File: config.mk
export PLATFORM = sky130hd
export DESIGN_NAME = led_indicator_gen
export DESIGN_NICKNAME = d
export VERILOG_FILES = /design/src/rtl/led_ind_pkg.sv /design/src/rtl/led_mode_sel.sv /design/src/rtl/led_red_flasher.sv /design/src/rtl/led_green_burst.sv /design/src/rtl/led_indicator_gen.sv
export SDC_FILE = /design/constraint.sdc
export NUM_CORES = 1
export LEC_CHECK = 0
export ABC_CLOCK_PERIOD_IN_PS = 2240
export BUFFER_PORTS_ARGS = -buffer_cell sky130_fd_sc_hd__buf_2
export CAP_MARGIN = 25
export CORE_ASPECT_RATIO = 0.6
export CORE_MARGIN = 3
export CORE_UTILIZATION = 46
export DETAILED_ROUTE_END_ITERATION = 7
export HOLD_SLACK_MARGIN = 0.02
export PLACE_DENSITY_LB_ADDON = 0.15
export SLEW_MARGIN = 10
export SYNTH_ARGS = -nofsm -noshare
export SYNTH_HDL_FRONTEND = slang
export SYNTH_HIERARCHICAL = 1
export SYNTH_SLANG_ARGS = --single-unit
File: constraint.sdc
create_clock -name clk -period 2.24 [get_ports clk]
set_input_delay 0.224 -clock clk [delete_from_list [all_inputs] [get_ports clk]]
set_output_delay 0.224 -clock clk [all_outputs]
set_load 0.02 [all_outputs]
File: src/rtl/led_ind_pkg.sv
package led_ind_pkg;
  typedef enum logic [2:0] {
    RM_OFF   = 3'd0,
    RM_STBY  = 3'd1,
    RM_TIMER = 3'd2,
    RM_TEMP  = 3'd3,
    RM_CONT  = 3'd4
  } red_mode_e;
endpackage

File: src/rtl/led_mode_sel.sv
module led_mode_sel
  import led_ind_pkg::*;
(
  input  logic      local_alarm,
  input  logic      horn_temporal,
  input  logic      timer_mode,
  input  logic      remote_alarm,
  output red_mode_e mode
);
  // fixed priority: local > remote (dark) > timer > standby
  always_comb begin
    if (local_alarm)       mode = horn_temporal ? RM_TEMP : RM_CONT;
    else if (remote_alarm) mode = RM_OFF;
    else if (timer_mode)   mode = RM_TIMER;
    else                   mode = RM_STBY;
  end
endmodule

File: src/rtl/led_red_flasher.sv
module led_red_flasher
  import led_ind_pkg::*;
#(
  parameter int CW = 12
) (
  input  logic          clk,
  input  logic          rst_n,
  input  logic          tick,
  input  red_mode_e     mode,
  input  logic [CW-1:0] period,
  output logic          red
);
  red_mode_e     mode_q;
  logic [CW-1:0] cnt_q, cnt_d;
  logic          chg;

  assign chg = (mode != mode_q);

  always_comb begin
    cnt_d = cnt_q;
    if (chg)
      cnt_d = '0;
    else if (tick)
      cnt_d = (cnt_q >= period - CW'(1)) ? '0 : cnt_q + CW'(1);
  end

  always_ff @(posedge clk or negedge rst_n) begin
    if (!rst_n) begin
      mode_q <= RM_OFF;
      cnt_q  <= '0;
    end else begin
      mode_q <= mode;
      if (chg || tick) cnt_q <= cnt_d;
    end
  end

  assign red = (mode_q != RM_OFF) && (cnt_q == '0);
endmodule

File: src/rtl/led_green_burst.sv
module led_green_burst #(
  parameter int GAP_TICKS   = 128,
  parameter int FRAME_TICKS = 4135,
  parameter int LIFE_FRAMES = 2001
) (
  input  logic clk,
  input  logic rst_n,
  input  logic tick,
  input  logic latch_mem,
  input  logic local_alarm,
  output logic green
);
  localparam int GW = $clog2(FRAME_TICKS);
  localparam int LW = $clog2(LIFE_FRAMES + 1);
  localparam logic [GW-1:0] POS1 = GW'(GAP_TICKS);
  localparam logic [GW-1:0] POS2 = GW'(2 * GAP_TICKS);
  localparam logic [GW-1:0] LAST = GW'(FRAME_TICKS - 1);
  localparam logic [LW-1:0] LIFE = LW'(LIFE_FRAMES);

  logic          en, en_q;
  logic [GW-1:0] pos_q, pos_d;
  logic [LW-1:0] life_q, life_d;
  logic          expired, wrap;

  assign en      = latch_mem && !local_alarm;
  assign expired = (life_q == LIFE);
  assign wrap    = en_q && tick && (pos_q == LAST);

  always_comb begin
    pos_d = pos_q;
    if (en && !en_q)
      pos_d = '0;
    else if (en_q && tick)
      pos_d = (pos_q == LAST) ? '0 : pos_q + GW'(1);
  end

  always_comb begin
    life_d = life_q;
    if (!latch_mem)
      life_d = '0;
    else if (wrap && !expired)
      life_d = life_q + LW'(1);
  end

  always_ff @(posedge clk or negedge rst_n) begin
    if (!rst_n) begin
      en_q   <= 1'b0;
      pos_q  <= '0;
      life_q <= '0;
    end else begin
      en_q   <= en;
      pos_q  <= pos_d;
      life_q <= life_d;
    end
  end

  assign green = en_q && !expired &&
                 ((pos_q == '0) || (pos_q == POS1) || (pos_q == POS2));
endmodule

File: src/rtl/led_indicator_gen.sv
module led_indicator_gen
  import led_ind_pkg::*;
#(
  parameter int STBY_TICKS  = 3308,
  parameter int TEMP_TICKS  = 48,
  parameter int CONT_TICKS  = 64,
  parameter int TIMER_TICKS = 1029,
  parameter int GAP_TICKS   = 128,
  parameter int FRAME_TICKS = 4135,
  parameter int LIFE_FRAMES = 2001
) (
  input  logic clk,
  input  logic rst_n,
  input  logic tick,
  input  logic local_alarm,
  input  logic horn_temporal,
  input  logic timer_mode,
  input  logic remote_alarm,
  input  logic latch_mem,
  output logic red_led,
  output logic green_led
);
  localparam int MAX_A = (STBY_TICKS > TIMER_TICKS) ? STBY_TICKS : TIMER_TICKS;
  localparam int MAX_B = (TEMP_TICKS > CONT_TICKS) ? TEMP_TICKS : CONT_TICKS;
  localparam int MAXP  = (MAX_A > MAX_B) ? MAX_A : MAX_B;
  localparam int CW    = $clog2(MAXP + 1);

  red_mode_e     mode;
  logic [CW-1:0] period;

  led_mode_sel u_sel (
    .local_alarm  (local_alarm),
    .horn_temporal(horn_temporal),
    .timer_mode   (timer_mode),
    .remote_alarm (remote_alarm),
    .mode         (mode)
  );

  always_comb begin
    unique case (mode)
      RM_STBY:  period = CW'(STBY_TICKS);
      RM_TIMER: period = CW'(TIMER_TICKS);
      RM_TEMP:  period = CW'(TEMP_TICKS);
      RM_CONT:  period = CW'(CONT_TICKS);
      default:  period = CW'(1);
    endcase
  end

  led_red_flasher #(.CW(CW)) u_red (
    .clk   (clk),
    .rst_n (rst_n),
    .tick  (tick),
    .mode  (mode),
    .period(period),
    .red   (red_led)
  );

  led_green_burst #(
    .GAP_TICKS  (GAP_TICKS),
    .FRAME_TICKS(FRAME_TICKS),
    .LIFE_FRAMES(LIFE_FRAMES)
  ) u_green (
    .clk        (clk),
    .rst_n      (rst_n),
    .tick       (tick),
    .latch_mem  (latch_mem),
    .local_alarm(local_alarm),
    .green      (green_led)
  );
endmodule

==> results.py, run 1 <==
metrics = {
    "global_route": {
        "antenna_found_initial": 0,
        "grt_usage_pct": 21.3,
        "grt_max_degree": 41,
        "grt_pass1_vias": 2429,
        "overflow": 0,
        "grt_pass1_wl_um": 12100,
    },
    "die": {
        "ios": 10,
        "start_util_pct": 49.8,
        "die-area_um2": 7300,
        "dieHeight_um": 67.4,
        "die_w_um": 108,
        "row_count": 21,
        "core_area_um2": 5810,
    },
    "final_layout": {
        "area_delta_synth_final_pct": 25.0,
        "final_core_util_pct": 62.2,
        "nets": 400,
        "diodes": 0,
        "drive_gt1_share_pct": 24.4,
    },
    "sta": {
        "hold_viol_final": 0,
        "slew_headroom_pct": 40.4,
        "finalMaxSlewViolations": 0,
        "rsz0062_at_grt": "true",
        "min_period_over_period_pct": 136,
        "worst_slew_pin_slew_ns": 0.894,
        "setup-violations-final": 12,
        "period_needed_ns": 3.06,
        "max_freq_mhz": 327,
        "fin_ws_ns": -0.816,
        "finClkSkew_ns": 0.00773,
    },
    "placement": {
        "io_buffers": 9,
        "detailed_place_hpwl_um": 5110,
        "globalplace.congestion": 0.871,
        "pre_cts_ws_ns": -1.20,
    },
    "power_and_ir_drop": {
        "power_density_nw_per_um2": 507,
        "finalPower_mw": 1.83,
        "ir_drop_mv": 0.356,
        "p_leak_nw": 1.56,
    },
    "route": {
        "avgViaCountPerCell": 5.67,
        "first_pass_iters": 4,
        "wl_per_cell_um": 15.2,
        "wl_um": 6890,
        "drc": 0,
        "vias": 2568,
        "drt_iter0_markers": 150,
        "postRouteAntennaNets": 0,
    },
    "yosys": {
        "syn_area_um2": 2890,
        "ys_types": 62,
        "async_reset_ff_share_pct": 100,
        "ys_seq_elements": 40,
        "synthFlopType": "dfrtp_1",
        "ys_seq_area_share_pct": 34.6,
        "synth_edf_count": 0,
        "postSynthAreaPerCell_um2": 9.03,
        "synth_warnings": 6,
        "synthCells": 320,
    },
    "clock_network": {
        "h-tree-depth": 2,
        "clk_pin_slew_worst_paths_ns": 0.08,
        "cts_root_buf": "clkbuf_8",
        "clock_sinks": 40,
        "clock_latency_ns": 0.31,
        "cts_tree": "done",
        "clk_path_buf_depth": 2,
        "cts_made_buffers": 5,
        "cts_hold_buffers": 0,
    },
    "job": {
        "drv_cap": 0,
    },
    "critical_path": {
        "crit_path_start_kind": "input port",
        "crit_fanout": 7,
        "cp_data_arrival_time_ns": 3.24,
        "path_class": "input port to register",
        "cp.required_ns": 2.43,
        "end_kind": "register",
    },
    "outcome": {
        "outcome": "complete, but fails checks",
        "violations": "setup timing",
    },
    "worst_hold_path": {
        "min_path_type": "input port to async pin",
    },
}
-- cells in the final DEF, fill, tap and decap left out, drive strengths merged, types with 9 or more instances in the layout --
cell / n
dfrtp: 40
conb: 10
xor2: 9
xnor2: 12
a21oi: 25
nor3: 12
or3: 9
inv: 17
nand4: 9
buf: 47
o31ai: 11
nand3: 9
o21ai: 13
nor2: 21
nand2: 29
or4: 10
ha: 20
-- flip-flops by register name (all words and copies together) (netlist names) --
| signal | count |
|---|---|
| u_green/en_q | 1 |
| u_green/life_q | 11 |
| u_green/pos_q | 13 |
| u_red/cnt_q | 12 |
| u_red/mode_q | 3 |
-- timing repair --
item,4_1_cts,5_1_grt
resized for setup,19,11
setup endpoints to repair,12,12
pin swaps,17,8
setup buffers,3,1
endpoints found under the hold margin,0,0
-- cell usage after synthesis (all sizes together), types with 5 or more instances --
cell	instances	area [µm²]
xnor2	12	105
inv	17	63.8
nand4	9	62.6
and2	5	33.8
nor2	21	86.3
ha	20	250
or3	9	57.6
or4	10	78.8
nand2	29	114
buf	9	57.6
nor4	6	65.1
dfrtp	40	1000
a21oi	25	129
nand3	9	45.0
o211ai	5	37.5
xor2	9	78.8
and3	6	37.5
nor3	12	60.1
o21ai	13	65.1
o31ai	11	92.6
-- cell families after synthesis --
kind of cell / synth area share [%]
flops: 34.6
compound gates: 18.7
xor+xnor: 6.36
buf+inv: 4.46
simple gates: 27.1
fa+ha+maj: 8.66
other cells: 0.130
-- metrics by stage --
step / hold WS (ns) / instance area (µm²) / setup TNS [ns] / cells
2_1_floorplan: -0.0716 / 2990 / -9.07 / 329
4_1_cts: 0.0759 / 3550 / -9.03 / 452
3_3_place_gp: 0.404 / 3330 / -13.04 / 441
3_5_place_dp: 0.414 / 3330 / -14.20 / 441
5_1_grt: 0.107 / 3610 / -11.54 / 453
6_report: 0.0373 / 3610 / -9.53 / 453
-- worst paths after layout --
path                                               startpoint                            end  slack (ns)  cells after the start
worst min register to register  u_green/pos_q[12]$_DFFE_PN0P_  u_green/pos_q[12]$_DFFE_PN0P_        0.52                      1
worst max-delay path                              local_alarm     u_red/cnt_q[8]$_DFFE_PN0P_       -0.82                     17
max in group asynchronous                               rst_n  u_green/life_q[2]$_DFFE_PN0P_        1.64                      1
worst max register to register   u_green/pos_q[0]$_DFFE_PN0P_  u_green/life_q[0]$_DFFE_PN0P_        0.17                      7
min in group clk                                    latch_mem  u_green/life_q[7]$_DFFE_PN0P_        0.24                      3
worst min-delay path                                    rst_n   u_green/pos_q[9]$_DFFE_PN0P_        0.04                      1
-- layout make-up --
type                            count  area, µm²
Inverter                           17       66.3
Timing Repair Buffer               47        380
Multi-Input combinational cell    261       1940
Fill cell                         497       2190
Clock buffer                        7       96.3
Clock inverter                      1       30.0
Tap cell                           80        100
Sequential cell                    40       1000
-- where the power goes --
group / total, mW / switching, mW / internal, mW
logic: 0.393 / 0.221 / 0.172
registers: 0.765 / 0.0228 / 0.743
clock network: 0.671 / 0.277 / 0.394
-- metal layers --
metal	global-route usage (%)	part of all wire [%]	up-vias	routed length, µm
li1	-	-	1285	-
met1	34.1	55	1224	3800
met2	28.4	39	52	2670
met3	4.49	5.2	7	361
met4	4.88	0.83	0	57
met5	0	0	-	0
-- worst max-delay path, stage by stage --
cell and delay (ns):
buf_12 0.11, o31ai_4 0.35, xnor2_1 0.18, nor2_2 0.05
or4_4 0.43, nor2_4 0.15, buf_6 0.13, nand2_8 0.05
nor3_4 0.17, xnor2_1 0.09, ha_1 0.31, and4_4 0.26
nor4b_4 0.25, o31ai_4 0.13, a21oi_2 0.14, buf_6 0.15
a211oi_2 0.04
No activity file was read; power rests on OpenSTA's default activity.
==> run 2: changes to the inputs <==
--- a/config.mk
+++ b/config.mk
@@ -14,6 +14,7 @@
 export DETAILED_ROUTE_END_ITERATION = 7
 export HOLD_SLACK_MARGIN = 0.02
 export PLACE_DENSITY_LB_ADDON = 0.15
+export RECOVER_POWER = 50
 export SLEW_MARGIN = 10
 export SYNTH_ARGS = -nofsm -noshare
 export SYNTH_HDL_FRONTEND = slang
==> run 2 against run 1 <==
The flow still finishes with violations (setup timing). Worst hold slack worse by 0.0034 ns. Worst setup slack better by 0.0034 ns. Final area hardly changed. First-iteration DRC count stayed put. Critical path depth stayed put. Final cell count stayed put. Combinational power hardly changed. Global-route usage stayed put. Clock skew hardly changed. Clock power hardly changed. Register-to-register slack hardly changed. Critical path type unchanged. Critical endpoint unchanged.
==> results.py, run 2 (synthesis results as in run 1) <==
metrics = {
    "final_layout": {
        "reg_top3": "u_green/pos_q: 13 flops, u_red/cnt_q: 12 flops, u_green/life_q: 11 flops",
        "final_cell_mix": "dfrtp_1 (40), buf_4 (33), nand2_1 (26)",
        "final_core_util_pct": 62.2,
        "fill_cells": 498,
        "final_cell_area_um2": 3610,
        "diodes": 0,
        "final_cells": 453,
        "area_delta_synth_final_pct": 24.9,
        "multi_input_area_um2": 1940,
        "final_common_cell": "dfrtp_1",
        "seq_area_um2": 1000,
        "nets": 400,
        "top_register": "u_green/pos_q",
        "largest_reg_flops": 13,
        "drive_gt1_share_pct": 24.1,
    },
    "critical_path": {
        "crit_fanout": 7,
        "cp_data_arrival_time_ns": 3.24,
        "cp.required_ns": 2.43,
        "path_class": "input port to register",
        "crit_path_start_kind": "input port",
        "end_kind": "register",
    },
    "placement": {
        "pre_cts_ws_ns": -1.20,
        "placedInstanceArea_um2": 3330,
        "io_buffers": 9,
        "globalplace.congestion": 0.871,
        "detailed_place_hpwl_um": 5110,
        "place_inst": 441,
    },
    "global_route": {
        "antenna_found_initial": 0,
        "grt_pass1_vias": 2429,
        "grt_usage_pct": 21.3,
        "grt_pass1_wl_um": 12100,
        "overflow": 0,
        "grt_max_degree": 41,
    },
    "sta": {
        "rsz0062_at_grt": "true",
        "max_freq_mhz": 328,
        "hold_viol_final": 0,
        "worst_slew_pin_slew_ns": 0.894,
        "finalSetupTns_ns": -9.49,
        "fin_ws_ns": -0.813,
        "whs_ns": 0.0339,
        "finClkSkew_ns": 0.00751,
        "period_needed_ns": 3.05,
        "finalMaxSlewViolations": 0,
        "slew_headroom_pct": 40.4,
        "min_period_over_period_pct": 136,
        "setup-violations-final": 12,
    },
    "route": {
        "vias": 2565,
        "wl_per_cell_um": 15.2,
        "wl_um": 6900,
        "postRouteAntennaNets": 0,
        "avgViaCountPerCell": 5.66,
        "drt_iter0_markers": 150,
        "first_pass_iters": 4,
        "drc": 0,
    },
    "die": {
        "dieHeight_um": 67.4,
        "ios": 10,
        "die_w_um": 108,
        "row_count": 21,
        "start_util_pct": 49.8,
        "core_area_um2": 5810,
        "die-area_um2": 7300,
    },
    "outcome": {
        "outcome": "complete, but fails checks",
        "violations": "setup timing",
    },
    "power_and_ir_drop": {
        "finalPower_mw": 1.83,
        "power_density_nw_per_um2": 507,
        "ir_drop_mv": 0.356,
        "p_leak_nw": 1.56,
    },
    "clock_network": {
        "clock_sinks": 40,
        "clk_pin_slew_worst_paths_ns": 0.08,
        "clock_latency_ns": 0.31,
        "cts_tree": "done",
        "cts_hold_buffers": 0,
        "cts_made_buffers": 5,
        "clk_path_buf_depth": 2,
        "h-tree-depth": 2,
        "cts_root_buf": "clkbuf_8",
    },
    "job": {
        "drv_cap": 0,
    },
    "worst_hold_path": {
        "min_path_type": "input port to async pin",
    },
}
-- run 2: cell types whose count changed in the layout (fill, tap and decap cells not counted), sizes merged --
| cell | previous run | this run |
|---|---|---|
| buf | 47 | 46 |
| clkbuf | 7 | 8 |
-- run 2: power breakdown --
part | switching (mW) | leakage, nW | internal, mW
Sequential | 0.0228 | 0.551 | 0.743
Combinational | 0.221 | 0.940 | 0.172
Clock | 0.280 | 0.0645 | 0.393
Total | 0.524 | 1.56 | 1.31
-- run 2: worst paths after layout --
path                                                from                       endpoint  slack, ns  cells past startpoint
max reg2reg                 u_green/pos_q[0]$_DFFE_PN0P_  u_green/life_q[0]$_DFFE_PN0P_       0.17                      7
min in group clk                               latch_mem  u_green/life_q[7]$_DFFE_PN0P_       0.25                      3
min reg2reg                u_green/pos_q[12]$_DFFE_PN0P_  u_green/pos_q[12]$_DFFE_PN0P_       0.52                      1
max                                          local_alarm     u_red/cnt_q[8]$_DFFE_PN0P_      -0.81                     17
max in group asynchronous                          rst_n  u_green/life_q[2]$_DFFE_PN0P_       1.64                      1
min                                                rst_n   u_green/pos_q[9]$_DFFE_PN0P_       0.03                      1
-- run 2: repair_timing --
| action | CTS | global route |
|---|---|---|
| buffers inserted | 3 | 1 |
| endpoints found under the setup margin | 12 | 12 |
| cloned | 0 | 0 |
| pin swaps | 17 | 8 |
| resized for setup | 19 | 11 |
-- run 2: metal layers --
layer	wire length [µm]	GRT usage [%]
met3	370	4.49
met4	54	4.88
met1	3800	34.1
met2	2670	28.4
met5	0	0
-- run 2: critical path, cell delays in order --
cell      delay, ns
buf_12         0.11
o31ai_4        0.35
xnor2_1        0.18
nor2_2         0.05
or4_4          0.43
nor2_4         0.15
buf_6          0.13
nand2_8        0.05
nor3_4         0.17
xnor2_1        0.09
ha_1           0.31
and4_4         0.26
nor4b_4        0.25
o31ai_4        0.13
a21oi_2        0.14
buf_6          0.15
a211oi_2       0.04
-- run 2: area by class of cell --
cell class	instances	area share [%]
clock buffer	7	2.67
clock inverter	1	0.832
multi-input combinational	261	53.7
sequential	40	27.7
timing repair buffer	47	10.5
tap	80	2.77
inverter	17	1.84
